--- config.mk ---
export PLATFORM = sky130hd
export DESIGN_NAME = tiled_view_addr
export DESIGN_NICKNAME = d
export VERILOG_FILES = /design/src/rtl/tva_pkg.sv /design/src/rtl/tva_geom.sv /design/src/rtl/tva_map.sv /design/src/rtl/tiled_view_addr.sv
export SDC_FILE = /design/constraint.sdc
export NUM_CORES = 1
export LEC_CHECK = 0
export ABC_AREA = 0
export BUFFER_PORTS_ARGS = -buffer_cell sky130_fd_sc_hd__buf_4
export CORE_MARGIN = 2
export CORE_UTILIZATION = 50
export CTS_CLUSTER_DIAMETER = 50
export DETAILED_ROUTE_END_ITERATION = 10
export GPL_ROUTABILITY_DRIVEN = 0
export PLACE_DENSITY = 0.73
export SYNTH_ARGS = -nofsm -noshare
export SYNTH_HDL_FRONTEND = slang
export SYNTH_SLANG_ARGS = --single-unit
--- constraint.sdc ---
create_clock -name clk -period 4.98 [get_ports clk]
set_input_delay 0.498 -clock clk [delete_from_list [all_inputs] [get_ports clk]]
set_output_delay 0.498 -clock clk [all_outputs]
set_load 0.02 [all_outputs]
--- src/rtl/tva_pkg.sv ---
package tva_pkg;

    typedef enum logic [1:0] {
        FMT_B8   = 2'd0,
        FMT_B16  = 2'd1,
        FMT_B32  = 2'd2,
        FMT_PAGE = 2'd3
    } fmt_e;

    localparam int ORI_XINV = 0;
    localparam int ORI_YINV = 1;
    localparam int ORI_SWAP = 2;

    typedef struct packed {
        logic [1:0] xs;
        logic [1:0] ys;
        logic       is_2d;
    } geom_t;

    typedef enum logic {
        ST_EMPTY = 1'b0,
        ST_FULL  = 1'b1
    } stage_e;

endpackage

--- src/rtl/tva_geom.sv ---
module tva_geom
    import tva_pkg::*;
(
    input  logic [1:0] fmt,
    output geom_t      geom
);

    always_comb begin
        geom = '0;
        unique case (fmt_e'(fmt))
            FMT_B8:   geom = '{xs: 2'd0, ys: 2'd0, is_2d: 1'b1};
            FMT_B16:  geom = '{xs: 2'd0, ys: 2'd1, is_2d: 1'b1};
            FMT_B32:  geom = '{xs: 2'd1, ys: 2'd1, is_2d: 1'b1};
            FMT_PAGE: geom = '{xs: 2'd0, ys: 2'd0, is_2d: 1'b0};
        endcase
    end

endmodule

--- src/rtl/tva_map.sv ---
module tva_map
    import tva_pkg::*;
#(
    parameter int CW_BITS  = 14,
    parameter int CH_BITS  = 13,
    parameter int COORD_W  = 16,
    parameter int OFF_W    = CW_BITS + CH_BITS,
    parameter int ADDR_W   = OFF_W + 5,
    parameter int STRIDE_W = 16
)(
    input  logic [1:0]          fmt,
    input  geom_t               geom,
    input  logic [2:0]          orient,
    input  logic [COORD_W-1:0]  x,
    input  logic [COORD_W-1:0]  y,
    output logic [ADDR_W-1:0]   addr,
    output logic [STRIDE_W-1:0] stride,
    output logic                err
);

    localparam int SH_W = 6;

    logic [SH_W-1:0]    xbits, ybits, align, st_sh;
    logic [COORD_W-1:0] xmask, ymask, xm, ym;
    logic [OFF_W-1:0]   xw, yw, packed_off, off;
    logic               in_range;

    always_comb begin
        xbits = SH_W'(CW_BITS) - SH_W'(geom.xs);
        ybits = SH_W'(CH_BITS) - SH_W'(geom.ys);
        align = SH_W'(geom.xs) + SH_W'(geom.ys);

        xmask = (COORD_W'(1) << xbits) - COORD_W'(1);
        ymask = (COORD_W'(1) << ybits) - COORD_W'(1);
        in_range = (x <= xmask) && (y <= ymask);

        xm = orient[ORI_XINV] ? (x ^ xmask) : x;
        ym = orient[ORI_YINV] ? (y ^ ymask) : y;
        xw = OFF_W'(xm);
        yw = OFF_W'(ym);

        if (orient[ORI_SWAP])
            packed_off = (xw << ybits) + yw;
        else
            packed_off = (yw << xbits) + xw;
        off = packed_off << align;

        if (geom.is_2d && in_range)
            addr = {orient, fmt, off};
        else
            addr = '0;

        st_sh = orient[ORI_SWAP] ? (SH_W'(CH_BITS) + SH_W'(geom.xs))
                                 : (SH_W'(CW_BITS) + SH_W'(geom.ys));
        stride = geom.is_2d ? (STRIDE_W'(1) << st_sh) : '0;
        err    = !geom.is_2d;
    end

endmodule

--- src/rtl/tiled_view_addr.sv ---
module tiled_view_addr
    import tva_pkg::*;
#(
    parameter int CW_BITS = 14,
    parameter int CH_BITS = 13,
    parameter int COORD_W = 16,
    localparam int OFF_W    = CW_BITS + CH_BITS,
    localparam int ADDR_W   = OFF_W + 5,
    localparam int STRIDE_W = ((CW_BITS > CH_BITS) ? CW_BITS : CH_BITS) + 2
)(
    input  logic                clk,
    input  logic                rst_n,
    input  logic                in_valid,
    output logic                in_ready,
    input  logic [1:0]          in_fmt,
    input  logic [2:0]          in_orient,
    input  logic [COORD_W-1:0]  in_x,
    input  logic [COORD_W-1:0]  in_y,
    output logic                out_valid,
    input  logic                out_ready,
    output logic [ADDR_W-1:0]   out_addr,
    output logic [STRIDE_W-1:0] out_stride,
    output logic                out_err
);

    stage_e              state, state_nx;
    geom_t               geom;
    logic [ADDR_W-1:0]   addr_c;
    logic [STRIDE_W-1:0] stride_c;
    logic                err_c;
    logic                accept;

    tva_geom u_geom (
        .fmt  (in_fmt),
        .geom (geom)
    );

    tva_map #(
        .CW_BITS  (CW_BITS),
        .CH_BITS  (CH_BITS),
        .COORD_W  (COORD_W),
        .OFF_W    (OFF_W),
        .ADDR_W   (ADDR_W),
        .STRIDE_W (STRIDE_W)
    ) u_map (
        .fmt    (in_fmt),
        .geom   (geom),
        .orient (in_orient),
        .x      (in_x),
        .y      (in_y),
        .addr   (addr_c),
        .stride (stride_c),
        .err    (err_c)
    );

    assign accept = in_valid && in_ready;

    always_comb begin
        state_nx = state;
        unique case (state)
            ST_EMPTY: if (accept) state_nx = ST_FULL;
            ST_FULL:  if (out_ready && !accept) state_nx = ST_EMPTY;
        endcase
    end

    always_ff @(posedge clk) begin
        if (!rst_n) state <= ST_EMPTY;
        else        state <= state_nx;
    end

    always_ff @(posedge clk) begin
        if (!rst_n) begin
            out_addr   <= '0;
            out_stride <= '0;
            out_err    <= 1'b0;
        end else if (accept) begin
            out_addr   <= addr_c;
            out_stride <= stride_c;
            out_err    <= err_c;
        end
    end

    always_comb begin
        out_valid = (state == ST_FULL);
        in_ready  = (state == ST_EMPTY) || out_ready;
    end

endmodule

### Yosys cells after proc, flatten, opt, wreduce, memory -nomap -nowiden

Index checks and enable logic that the tools add are counted.

* register bits: 50
* input bits: 41
* output and inout bits: 51
* word-level logic and storage cells: 45

* add/subtract/negate cells: 9
* order comparisons: 2
* equality and inequality tests: 3
* shift operators: 6
* mux-type cells: 10
* bitwise operators: 3
* reduce and logical (&&, ||, !) cells: 8

Operator list (count)
* $add A27 B16 Y27: 2
* $shl A16 B6 Y27: 2
* $mux W16: 3
* $shl A1 B6 Y16 const A: 3
* $le A16 B16 Y1: 2
* $mux W32: 1
* $sub A16 B2 Y16 const B: 2
* $xor A16 B16 Y16: 2
* $mux W27: 1
* $shl A27 B6 Y27: 1
* $pmux W5 S4: 1
* $add A4 B2 Y5 const A: 2
* $sub A4 B2 Y5 const A: 2
* $mux W6: 1
* $eq A2 B2 Y1 const B: 2
* $logic_and A1 B1 Y1: 4
* $add A2 B2 Y3: 1
* $eq A2 B1 Y1 const B: 1
* $logic_not A1 Y1: 2
* $logic_not A2 Y1: 1
* $mux W1: 2
* $pmux W1 S2: 1
* $logic_or A1 B1 Y1: 1
* $not A1 Y1: 1

### Logic depth before layout (Yosys ltp)

* word-level depth: 12
* mapped depth: 19
* gate-level depth less buffers: 18

### Cells and area by module

From an unflattened synthesis, not the netlist that was laid out.

* cells, all modules: 1010
* area total of the unflattened synthesis: 7653.6 µm²

Modules (own cells, without submodules)
* tva_map: instances 1, cells an instance 784, area each 5612.9 µm², sequential area each 0.0 µm²
* tiled_view_addr: instances 1, cells an instance 218, area each 1985.7 µm², sequential area each 1001.0 µm²
* tva_geom: instances 1, cells an instance 8, area each 55.1 µm², sequential area each 0.0 µm²

### Worst setup path after synthesis

Ideal clock, no wire load.

* path kind: input port to flip-flop
* start point: input in_fmt[0]
* end point: register out_addr[21]
* library setup time: 0.122 ns
* arrival: 4.258 ns
* data required time: 4.858 ns
* path slack: 0.600 ns
* stages on the path: 17
* path through: inv_1 -> ha_1 -> buf_2 -> buf_1 -> buf_1 -> mux2i_1 -> xnor2_1 -> inv_1 -> fa_1 -> nor2b_1 -> o21a_1 -> o21ai_0 -> a211oi_1 -> nor4_1 -> a2111oi_0 -> a211oi_1 -> a221o_1

* word-level cells in the longest chain between the ends: 12

RTL lines
* start: declaration: line tiled_view_addr.sv:15 `input logic [1:0] in_fmt,`
* $eq A2 B2 Y1 (tied with other cells): line tva_geom.sv:10 `unique case (fmt_e'(fmt))`
* $pmux W5 S4 *: line tva_geom.sv:10
* $sub A4 B2 Y5 (on tied branches): line tva_map.sv:30, tva_map.sv:29
* $shl A1 B6 Y16 (on tied branches): line tva_map.sv:34, tva_map.sv:33
* $sub A16 B2 Y16 (on tied branches): line tva_map.sv:34, tva_map.sv:33
* $xor A16 B16 Y16 (on tied branches): line tva_map.sv:38, tva_map.sv:37
* $mux W16 (on tied branches): line tva_map.sv:38, tva_map.sv:37
* $shl A16 B6 Y27 (on tied branches): line tva_map.sv:45, tva_map.sv:43
* $add A27 B16 Y27 (on tied branches): line tva_map.sv:45, tva_map.sv:43
* $mux W27: line tva_map.sv:42 `if (orient[ORI_SWAP])`
* $shl A27 B6 Y27: line tva_map.sv:46 `off = packed_off << align;`
* $mux W32 *: line tva_map.sv:48 `if (geom.is_2d && in_range)`
* end signal: assignment: line tiled_view_addr.sv:77 `out_addr <= addr_c;`
* end: declaration: line tiled_view_addr.sv:21 `output logic [ADDR_W-1:0] out_addr,`

Mark *: on every way between the ends. The rest lies on a longest branch, timed or not. The select of a mux whose other input is x is not followed.
A chain may end at the register's enable or synchronous reset.

### Worst setup path in the final report

Same ends and word-level chain as after synthesis.

==> impl_metrics.toml <==
[placement]
dpl.hpwl_um = 10600
detailedPlace.worstSlack_ps = 459
place.port_buffers = 79

[global_routing]
globalRouteMet3Util_pct = 3.68
use_met2_pct = 43.7
gr-total-overflow = 0
use_met1_pct = 36.6
grt_antenna_before_repair = 0
overall_routing_resource_usage_pct = 27.0
grt_pass1_vias = 4247
grt_most_used_layer = "met2"
largest_net_degree_at_the_start_of_global_routing = 43
grt_pass1_wl_um = 21900

[drt]
detail_route.vias_per_cell = 6.26
first_iter_violations = 508
routed_wire_length_per_instance_um = 18.6
drc = 0
drt-pass1-iter-count = 5
dr_total_vias = 4678
finalWirelength_um = 13900
drtAntennaViolNets = 0

[timing]
fmaxAchievable_mhz = 234
setup_slack_ps = 700
rsz0062_at_grt = "false"
final_number_of_setup_violating_endpoints = 0
timing.clock.skew_ps = 7.93
drv_slew = 0
post-route-period-util_pct = 85.9
setup_tns_ps = 0
worst-slew-pin-transition_ps = 887
worst_slew_margin_rel_pct = 40.4
finalHoldViolCount = 0
finalCriticalPeriod_ps = 4280

[yosys]
synth-seq-area-share_pct = 16.2
synth.yosys.warnings = 0
synth_area_mm2 = 0.00470
number_of_distinct_standard_cells_referenced_by_the_synthesized_netlist = 83
average_footprint_of_a_synthesized_cell_um2 = 7.91
ys.flop_type = "sky130_fd_sc_hd__dfxtp_1"
postSynth.asyncResetShare_pct = 0
synth-seq-cells = 38
synth-edff-count = 0
synthCells = 594

[critical_path]
cp-end-kind = "register"
cp_data_arrival_time_ps = 4460
worst_setup_path_start_kind = "input port"
regToRegStartpoint = "out_valid$_SDFF_PN0_"
worst-endpoint-required_ps = 5160
worst-r2r-setup-slack_ps = 2620
critical-path-top-delay-family = "compound AO/OA/AOI/OAI gates"
path_max_fanout = 5
slowest_delay_ps = 560
path_cells = "buf_4 -> inv_1 -> ha_1 -> clkinv_1 -> ha_1 -> nand2_1 -> o21ai_0 -> inv_1 -> ha_1 -> inv_1 -> fa_1 -> nor2b_1 -> o21a_1 -> o21ai_0 -> a211oi_1 -> nor4_1 -> a2111oi_0 -> a211oi_1 -> a221o_1"
reg2regPathDepth = 9
worst-setup-path-type = "in -> reg"
cp.buffers_inverters = 5
r2r_end = "out_addr[25]$_SDFFE_PN0P_"
crit_path_top_delay_cell = "sky130_fd_sc_hd__a2111oi_0"

[pwr]
irDropWorstVdd_v = 0.000159
cellLeakagePower_nw = 2.18
power.density_cell_area_mw_per_mm2 = 208

[final_layout]
num_antenna_cells = 0
design.final.nets = 690
drive_gt1_share_pct = 19.7
layout_common_cells = "sky130_fd_sc_hd__buf_4, sky130_fd_sc_hd__mux2i_1, sky130_fd_sc_hd__nand2_1"
flow.area_growth_from_synthesis_pct = 12.2
layout_commonest_cell = "sky130_fd_sc_hd__buf_4"

[cts]
cts_inserted_buffers = 5
clock_pin_slew_of_the_registers_on_the_worst_case_setup_and_hold_paths_ps = 70
cts_tree = "yes"
clock-root-buffer = "sky130_fd_sc_hd__clkbuf_8"
cts_buffer_depth = 2
cts.hold.buffers_added = 0
clock_sinks = 38
post_cts_buffers = 0
ctsHtreeMaxLevel = 2
cts.repair.resized = 0
clk_latency_ps = 290

[die]
std_cell_rows = 35
initial_utilization_pct = 51.1
die_h_um = 101
die_w_um = 101
floorplan.die_area_mm2 = 0.0102
design.portCount = 92
core_region_area_mm2 = 0.00920

[min_path]
hold_path_class = "reg -> reg"
holdCritStartpoint = "out_addr[2]$_SDFFE_PN0P_"
min_path_cells = 2
timing.hold.worst_endpoint = "out_addr[2]$_SDFFE_PN0P_"

[outcome]
outcome = "completed"

[job]
max_cap_viol_count = 0
## worst reg2reg max path, cell delays in order (launching register included)
cell and delay [ps]:
sky130_fd_sc_hd__dfxtp_1 310, sky130_fd_sc_hd__nand2b_1 120, sky130_fd_sc_hd__nand2_1 70, sky130_fd_sc_hd__buf_4 230, sky130_fd_sc_hd__nor3_2 220, sky130_fd_sc_hd__buf_4 260
sky130_fd_sc_hd__and2_1 250, sky130_fd_sc_hd__nand2_2 160, sky130_fd_sc_hd__or4b_1 560, sky130_fd_sc_hd__o211ai_1 100
## how the worst max path moves through the flow
stage,start,to,slack (ps),cells past startpoint
floorplan,in_fmt[0],out_addr[21]$_SDFFE_PN0P_,600,17
global placement,in_fmt[0],out_addr[21]$_SDFFE_PN0P_,580,19
detailed placement,in_fmt[0],out_addr[21]$_SDFFE_PN0P_,460,19
CTS,in_fmt[0],out_addr[21]$_SDFFE_PN0P_,750,19
global route,in_fmt[0],out_addr[21]$_SDFFE_PN0P_,350,19
finish,in_fmt[0],out_addr[21]$_SDFFE_PN0P_,700,19
## power by group
part           switching [mW]  leakage (nW)  internal (mW)  total, mW
combinational           0.314          1.81          0.204      0.518
sequential            0.00154         0.307          0.307      0.308
clock                   0.109        0.0573          0.160      0.270
## layout make-up
type,count,area (µm²)
Inverter,21,78.8
Sequential cell,38,761
Fill cell,893,3920
Clock inverter,1,30.0
Clock buffer,6,82.6
Timing Repair Buffer,85,638
Tap cell,111,139
Multi-Input combinational cell,485,3540
## synthesized netlist by cell type (all sizes together) (8+ instances only)
master / number / area, µm²
buf: 23 / 179
nand4: 10 / 62.6
clkbuf: 37 / 169
xor2: 16 / 140
mux2i: 64 / 644
dfxtp: 38 / 761
nor2: 30 / 113
inv: 20 / 75.1
nand2b: 14 / 87.6
nor2b: 22 / 138
xnor2: 36 / 315
o211ai: 8 / 65.1
nor3: 10 / 55.1
a211oi: 10 / 87.6
nand3: 11 / 55.1
ha: 12 / 150
o21ai: 24 / 120
a22oi: 15 / 113
a21oi: 19 / 98.9
a21boi: 8 / 60.1
nand2: 57 / 216
## flip-flops by register name, summed over array words and instances, names as in the netlist
| signal | count |
|---|---|
| out_addr | 32 |
| out_stride | 4 |
| out_err | 1 |
| out_valid | 1 |
## layer usage
metal  share of wire, %  wire length (µm)
met5                  0                 0
met4                3.4               469
met3                7.0               978
met2                 46              6410
met1                 43              6030
## per-stage QoR
stage / cell area [µm²] / total power [mW] / std cells / utilization [%] / hold WS [ps]
finish: 5270 / 1.10 / 747 / 57.3 / 467
global route: 5270 / 1.15 / 747 / 57.3 / 471
CTS: 5270 / 1.09 / 747 / 57.3 / 468
detailed placement: 5160 / 0.820 / 740 / 56.1 / 459
global placement: 5160 / 0.809 / 740 / 56.1 / 446
floorplan: 4740 / 0.698 / 605 / - / 536
## kinds of logic (layout without fill, tap and decap cells)
group | count (synthesis) | after routing | synth area share (%)
AND/OR/NAND/NOR | 196 | 196 | 22.0
AO/OA/AOI/OAI | 139 | 139 | 22.1
buffers and inverters | 82 | 113 | 9.32
multiplexers | 73 | 73 | 17.1
XOR/XNOR | 52 | 52 | 9.69
flip-flops | 38 | 38 | 16.2
adder cells (fa/ha/maj) | 13 | 13 | 3.62
other | 1 | 12 | 0.0798
Note: power is estimated with default switching activity, not from simulation.
